File: src/rtl/gpb_pkg.sv
package gpb_pkg;
    // Pins per bank; bit (pin mod GPB_W) of each word belongs to the pin.
    localparam int GPB_W = 32;

    // Byte offsets of bank 0's copy; bank n adds 4*n.
    localparam int OFF_LEVEL = 'h00;
    localparam int OFF_DIR   = 'h0C;
    localparam int OFF_SET   = 'h18;
    localparam int OFF_CLR   = 'h24;
    localparam int OFF_RISE  = 'h30;
    localparam int OFF_FALL  = 'h3C;
    localparam int OFF_STAT  = 'h48;
    localparam int OFF_GATE  = 'h9C;

    // Per-bank architectural state.
    typedef struct packed {
        logic [GPB_W-1:0] dir;
        logic [GPB_W-1:0] outl;
        logic [GPB_W-1:0] rise;
        logic [GPB_W-1:0] fall;
        logic [GPB_W-1:0] stat;
        logic [GPB_W-1:0] gate;
        logic [GPB_W-1:0] prev;
    } bank_st_t;

    // Byte address of register 'off' in bank 'bank' (banks are interleaved
    // inside one 256-byte page for the three banks of the first group).
    function automatic int reg_addr(input int off, input int bank);
        return ((bank / 3) << 8) + ((bank % 3) << 2) + off;
    endfunction
endpackage

File: src/rtl/gpb_sync.sv
module gpb_sync #(
    parameter int W = 32
) (
    input  logic         clk,
    input  logic         rst_n,
    input  logic [W-1:0] din,
    output logic [W-1:0] dout
);
    typedef struct packed {
        logic [W-1:0] s1;
        logic [W-1:0] s2;
    } sync_st_t;

    sync_st_t st_d, st_q;

    always_comb begin
        st_d    = st_q;
        st_d.s1 = din;
        st_d.s2 = st_q.s1;
    end

    always_ff @(posedge clk or negedge rst_n) begin
        if (!rst_n) st_q <= '0;
        else        st_q <= st_d;
    end

    assign dout = st_q.s2;
endmodule

File: src/rtl/gpb_bank.sv
module gpb_bank
    import gpb_pkg::*;
#(
    parameter int ADDR_W   = 12,
    parameter int BANK_IDX = 0
) (
    input  logic              clk,
    input  logic              rst_n,
    input  logic              wr_en,
    input  logic [ADDR_W-1:0] addr,
    input  logic [GPB_W-1:0]  wdata,
    input  logic [GPB_W-1:0]  pin_in,
    output logic [GPB_W-1:0]  rd_data,
    output logic [GPB_W-1:0]  pin_out,
    output logic [GPB_W-1:0]  pin_oe,
    output logic [GPB_W-1:0]  stat_act
);
    localparam logic [ADDR_W-1:0] A_LEVEL = ADDR_W'(reg_addr(OFF_LEVEL, BANK_IDX));
    localparam logic [ADDR_W-1:0] A_DIR   = ADDR_W'(reg_addr(OFF_DIR,   BANK_IDX));
    localparam logic [ADDR_W-1:0] A_SET   = ADDR_W'(reg_addr(OFF_SET,   BANK_IDX));
    localparam logic [ADDR_W-1:0] A_CLR   = ADDR_W'(reg_addr(OFF_CLR,   BANK_IDX));
    localparam logic [ADDR_W-1:0] A_RISE  = ADDR_W'(reg_addr(OFF_RISE,  BANK_IDX));
    localparam logic [ADDR_W-1:0] A_FALL  = ADDR_W'(reg_addr(OFF_FALL,  BANK_IDX));
    localparam logic [ADDR_W-1:0] A_STAT  = ADDR_W'(reg_addr(OFF_STAT,  BANK_IDX));
    localparam logic [ADDR_W-1:0] A_GATE  = ADDR_W'(reg_addr(OFF_GATE,  BANK_IDX));

    bank_st_t         st_d, st_q;
    logic [GPB_W-1:0] lvl;
    logic [GPB_W-1:0] edge_ev;
    logic [GPB_W-1:0] w1c;
    logic             hit_set, hit_clr;

    gpb_sync #(.W(GPB_W)) u_sync (
        .clk  (clk),
        .rst_n(rst_n),
        .din  (pin_in),
        .dout (lvl)
    );

    assign hit_set = wr_en && (addr == A_SET);
    assign hit_clr = wr_en && (addr == A_CLR);

    always_comb begin
        logic [GPB_W-1:0] rise_ev;
        logic [GPB_W-1:0] fall_ev;
        st_d      = st_q;
        st_d.prev = lvl;
        rise_ev   = lvl & ~st_q.prev;
        fall_ev   = ~lvl & st_q.prev;
        edge_ev   = ((rise_ev & st_q.rise) | (fall_ev & st_q.fall)) & st_q.gate;
        w1c       = (wr_en && (addr == A_STAT)) ? wdata : '0;
        // A new edge outranks a clear in the same cycle.
        st_d.stat = (st_q.stat & ~w1c) | edge_ev;
        if (wr_en) begin
            unique case (addr)
                A_DIR:   st_d.dir  = wdata;
                A_SET:   st_d.outl = st_q.outl | wdata;
                A_CLR:   st_d.outl = st_q.outl & ~wdata;
                A_RISE:  st_d.rise = wdata;
                A_FALL:  st_d.fall = wdata;
                A_GATE:  st_d.gate = wdata;
                default: ;
            endcase
        end
    end

    always_ff @(posedge clk or negedge rst_n) begin
        if (!rst_n) st_q <= '0;
        else        st_q <= st_d;
    end

    always_comb begin
        unique case (addr)
            A_LEVEL: rd_data = lvl;
            A_DIR:   rd_data = st_q.dir;
            A_RISE:  rd_data = st_q.rise;
            A_FALL:  rd_data = st_q.fall;
            A_STAT:  rd_data = st_q.stat;
            A_GATE:  rd_data = st_q.gate;
            default: rd_data = '0;
        endcase
    end

    assign pin_out  = st_q.outl;
    assign pin_oe   = st_q.dir;
    assign stat_act = st_q.stat & st_q.gate;


    out_set_chk: assert property (@(posedge clk) disable iff (!rst_n)
        hit_set |=> ((st_q.outl & $past(wdata)) == $past(wdata)));


    out_clr_chk: assert property (@(posedge clk) disable iff (!rst_n)
        hit_clr |=> ((st_q.outl & $past(wdata)) == '0));


    stat_sticky_chk: assert property (@(posedge clk) disable iff (!rst_n)
        ((st_q.stat & ~w1c) != '0) |=>
        ((st_q.stat & $past(st_q.stat & ~w1c)) == $past(st_q.stat & ~w1c)));


    stat_gate_chk: assert property (@(posedge clk) disable iff (!rst_n)
        1'b1 |=> ((st_q.stat & ~$past(st_q.stat) & ~$past(st_q.gate)) == '0));


    edge_wins_chk: assert property (@(posedge clk) disable iff (!rst_n)
        (edge_ev != '0) |=> ((st_q.stat & $past(edge_ev)) == $past(edge_ev)));
endmodule

File: src/rtl/gpio_bank_ctrl.sv
module gpio_bank_ctrl
    import gpb_pkg::*;
#(
    parameter int NUM_BANKS = 3,
    parameter int ADDR_W    = 12
) (
    input  logic                       clk,
    input  logic                       rst_n,
    input  logic                       bus_wr,
    input  logic                       bus_rd,
    input  logic [ADDR_W-1:0]          bus_addr,
    input  logic [GPB_W-1:0]           bus_wdata,
    output logic [GPB_W-1:0]           bus_rdata,
    input  logic [NUM_BANKS*GPB_W-1:0] pin_in,
    output logic [NUM_BANKS*GPB_W-1:0] pin_out,
    output logic [NUM_BANKS*GPB_W-1:0] pin_oe,
    output logic                       irq_any,
    output logic                       irq_pin0,
    output logic                       irq_pin1
);
    localparam int NPINS = NUM_BANKS * GPB_W;

    typedef struct packed {
        logic [GPB_W-1:0] rdata;
    } top_st_t;

    top_st_t          st_d, st_q;
    logic [GPB_W-1:0] rd_vec  [NUM_BANKS];
    logic [NPINS-1:0] act_all;

    for (genvar b = 0; b < NUM_BANKS; b++) begin : g_bank
        gpb_bank #(.ADDR_W(ADDR_W), .BANK_IDX(b)) u_bank (
            .clk     (clk),
            .rst_n   (rst_n),
            .wr_en   (bus_wr),
            .addr    (bus_addr),
            .wdata   (bus_wdata),
            .pin_in  (pin_in [b*GPB_W +: GPB_W]),
            .rd_data (rd_vec[b]),
            .pin_out (pin_out[b*GPB_W +: GPB_W]),
            .pin_oe  (pin_oe [b*GPB_W +: GPB_W]),
            .stat_act(act_all[b*GPB_W +: GPB_W])
        );
    end

    always_comb begin
        logic [GPB_W-1:0] mux;
        mux = '0;
        for (int b = 0; b < NUM_BANKS; b++) mux |= rd_vec[b];
        st_d = st_q;
        if (bus_rd) st_d.rdata = mux;
    end

    always_ff @(posedge clk or negedge rst_n) begin
        if (!rst_n) st_q <= '0;
        else        st_q <= st_d;
    end

    assign bus_rdata = st_q.rdata;
    assign irq_any   = |act_all;
    assign irq_pin0  = act_all[0];
    assign irq_pin1  = act_all[1];


    irq_cover_chk: assert property (@(posedge clk) disable iff (!rst_n)
        (irq_pin0 || irq_pin1) |-> irq_any);


    rd_hold_chk: assert property (@(posedge clk) disable iff (!rst_n)
        !bus_rd |=> $stable(bus_rdata));
endmodule

File: config.mk
export PLATFORM = sky130hd
export DESIGN_NAME = gpio_bank_ctrl
export DESIGN_NICKNAME = d
export VERILOG_FILES = /design/src/rtl/gpb_pkg.sv /design/src/rtl/gpb_sync.sv /design/src/rtl/gpb_bank.sv /design/src/rtl/gpio_bank_ctrl.sv
export SDC_FILE = /design/constraint.sdc
export NUM_CORES = 1
export LEC_CHECK = 0
export BUFFER_PORTS_ARGS = -buffer_cell sky130_fd_sc_hd__buf_4
export CAP_MARGIN = 10
export CORE_MARGIN = 1
export CORE_UTILIZATION = 50
export DETAILED_ROUTE_END_ITERATION = 16
export PLACE_DENSITY = 0.8
export SYNTH_ARGS = -nofsm -noshare
export SYNTH_HDL_FRONTEND = slang
export SYNTH_HIERARCHICAL = 1
export SYNTH_SLANG_ARGS = --single-unit
File: constraint.sdc
create_clock -name clk -period 2.3 [get_ports clk]
set_input_delay 0 -clock clk [delete_from_list [all_inputs] [get_ports clk]]
set_output_delay 0 -clock clk [all_outputs]
set_load 0.03 [all_outputs]
==> results.md <==
- Status: finished, violations left
- Violated checks: setup timing
- Residual DRC count: 0
- Layout Cells excl Fill: about 4800
- Type of the worst setup path: flip-flop to output pin
- Largest net degree at the start of global routing: 85
- Via/cell ratio: ~6.3
- Gr usage total: around a third
- Worst rel slew slack: a little over two fifths
- DRT Pass-1 Iters: 10
- DP Worst Slack: -0.01165 ns
- Synth cell types: between 60 and 70
- Commonest non-fill, non-tap cells in the layout: dfrtp_1, buf_4, mux2_2
- Initial antenna violation count: 7
- Final hold vios: 0
- Vias: between 30000 and 40000
- Clk_lat worst skew: 0.67 ns
- Post-Synthesis Net Count: between 3000 and 4000
- Initial core utilization: roughly half
- Die ar.: between 0.07 and 0.08 mm2
- Die Wd: 281.4 um
- Clk slew on worst S/H paths: ~0.060 ns
- Pins Over Slew Limit: 0
- CTS tree: done
- Hold WS: between 0.015 and 0.02 ns
- IO Pins: 371
- Crit end category: output pin
- Root Driver: clkbuf_16
- Synth top area cells: dfrtp_1, mux2_2, buf_4, a22oi_1, a22o_1
- Share of Yosys cell area claimed by the top area cell type: 57.43%
- Max clock buf depth: 3
- CP Launch Type: flip-flop
- Die Y: around 280 um
- CTS buffer count: 95
- Switching share of power: between 20% and 30%
- Core Box Area: 0.07734 mm2
- Crit Path Max Fanout: 3
- Final WL: approximately 130000 um
- Cell mode on critical path: nor4_4
- Period utilization: 113.0%
- Clock network power share: between 40% and 50%
- Worst path max stage delay: 0.41 ns
- Worst EP required: between 2 and 2.5 ns
- Clock Skews: 0.02632 ns
- Post-Syn Instances: ~3100
- WP data arrival: approximately 2.6 ns
- Cell Chain, Critical Path: and2_4, nor4_4, nand4_1, nor4_4, nand2_2, buf_6
- Max cap viols: 0
- DP Cell Count: between 4000 and 5000
- Leakage: 22.42 nW
- Vias in the first global route: approximately 30000
- Worst min path class: input pin to flip-flop
- Grt ovf: 0
- Synth area leader: dfrtp_1
- Share of cells above drive strength 1: roughly 31%
- Sequential area share after synthesis: 57.43%
- Finish-stage setup viols: 1
- Predominant post-synthesis flop cell: dfrtp_1
- CP delay by family, top: simple AND/OR/NAND/NOR gates
- Synth-to-layout area growth: 25.56%
- DRT iter0 DRCs: roughly 3700
- CTS Sinks: approximately 900
- Yosys warning count: 6
- Reg power frac: 47.4%
- # port buffers: between 300 and 400
- Pint: between 0.02 and 0.03 W
- Slowest-stage cell, CP: dfrtp_1
- RSZ-0062 raised after global routing: yes
- Worst slew pin tran: around 0.84 ns
- Syn Area/Cell: 12.40 um2
- Power per cell area: between 700 and 800 mW/mm2
- Post-synthesis async set-or-reset flop share: 100.0%
- Layout fillers: a little under 6000
- Synthesis-stage register bit count: roughly 900
- Htree depth: 3
- NetSw: 0.008141 W
- Worst setup margin: -0.2990 ns
- Post-DP HPWL: 85580 um
- Wire per inst: ~27 um
- Bufs and invs on worst path: 1
- Post-route ant nets: 0
- First-pass GRT wire length: about 190000 um
- Gate power share: under 10%
- # rows: around 100
- Nets: slightly below 4000
- Commonest non-fill, non-tap cell in the layout: dfrtp_1
- Crit path time final: 2.599 ns
- Post-synth EDFFs: 0
- Max VDD drop: ~0.53 mV
- Synthesized area: ~0.04 mm2
- Placer's final routability congestion estimate: around 0.98
- Fmax: slightly below 400 MHz
- Final Core Density: 63.39%
==> area by class of cell <==
class                      count  area (um2)  area share [%]
sequential                   896       22420           45.74
multi-input combinational   1864       14390           29.36
timing repair buffer         831        7556           15.41
clock buffer                 140        2808           5.727
tap                         1040        1301           2.654
clock inverter                38       493.0           1.006
inverter                      12       45.04         0.09188
antenna                        3       7.507         0.01531
==> synth_stat cells, drive strengths merged (31+ instances only) <==
cell     number
o21ai       107
a22o        147
mux2        407
clkbuf       79
nand3       112
and2        110
a31oi        61
a21oi       123
a41oi        32
dfrtp       896
nor4         32
a22oi       172
nand2       190
a2bb2oi      31
nor2         48
nand3b       98
nor3         39
buf         297
==> per-layer routing <==
| metal | routed length [um] | vias to the layer above | global-route usage, % | share of wire (%) |
|---|---|---|---|---|
| met2 | 57770 | 1925 | 49.27 | 44 |
| met1 | 50610 | 15340 | 43.53 | 39 |
| met4 | 7978 | 6 | 18.03 | 6.1 |
| li1 | - | 12590 | - | - |
| met5 | 38 | - | 0 | 0.029 |
| met3 | 14150 | 412 | 8.610 | 11 |
==> stage by stage <==
step | TNS (ns) | power (W) | area [um2]
finish | -0.2990 | 0.03458 | 49020
global route | -0.3463 | 0.03550 | 49020
CTS | -0.2332 | 0.03468 | 48960
detailed placement | -0.03590 | 0.01842 | 43120
global placement | 0 | 0.01839 | 43120
floorplan | 0 | 0.01705 | 39040
==> path summary, 6_finish.rpt <==
path | startpoint | end | slack [ns] | cells after the start
worst min-delay path | pin_in[5] | g_bank[0].u_bank/u_sync/st_d[5] | 0.02 | 2
worst max-delay path | g_bank[0].u_bank/st_q[87] | irq_any | -0.30 | 6
min in group asynchronous | rst_n | bus_rdata[24] | 0.07 | 3
max in group asynchronous | rst_n | async pin | 1.65 | 4
worst max register to register | g_bank[1].u_bank/st_q[94] | bus_rdata[30] | 0.41 | 7
worst min register to register | g_bank[1].u_bank/u_sync/st_d[3] | g_bank[1].u_bank/u_sync/dout[3] | 0.35 | 0
==> power groups by stage <==
stage | logic, W | registers [W] | clock network (W)
after floorplan | 0.000426 | 0.0166 | 0
after global placement | 0.00174 | 0.0167 | 0
after detailed placement | 0.00176 | 0.0167 | 0
after CTS | 0.00210 | 0.0164 | 0.0162
after global routing | 0.00225 | 0.0164 | 0.0168
final | 0.00213 | 0.0164 | 0.0161
==> cells by family (layout without fill, tap and decap cells) <==
family                 count (synthesis)  after routing  share of synthesized area (%)
AND/OR/NAND/NOR                      692            692                          9.874
XOR/XNOR                               1              1                        0.02244
AO/OA/AOI/OAI                        764            764                          13.93
buffers and inverters                388           1021                          6.429
multiplexers                         407            407                          12.32
other                                  0              3                              0
flip-flops                           896            896                          57.43
==> repair_timing <==
| action | CTS | global route |
|---|---|---|
| gates resized for setup | 27 | 12 |
| hold endpoints to repair | 1414 | 0 |
| setup buffers | 24 | 0 |
| endpoints found under the setup margin | 1 | 116 |
| hold buffers | 220 | 0 |
| pin swaps | 17 | 1 |
Power figures use the tool's default switching activity.
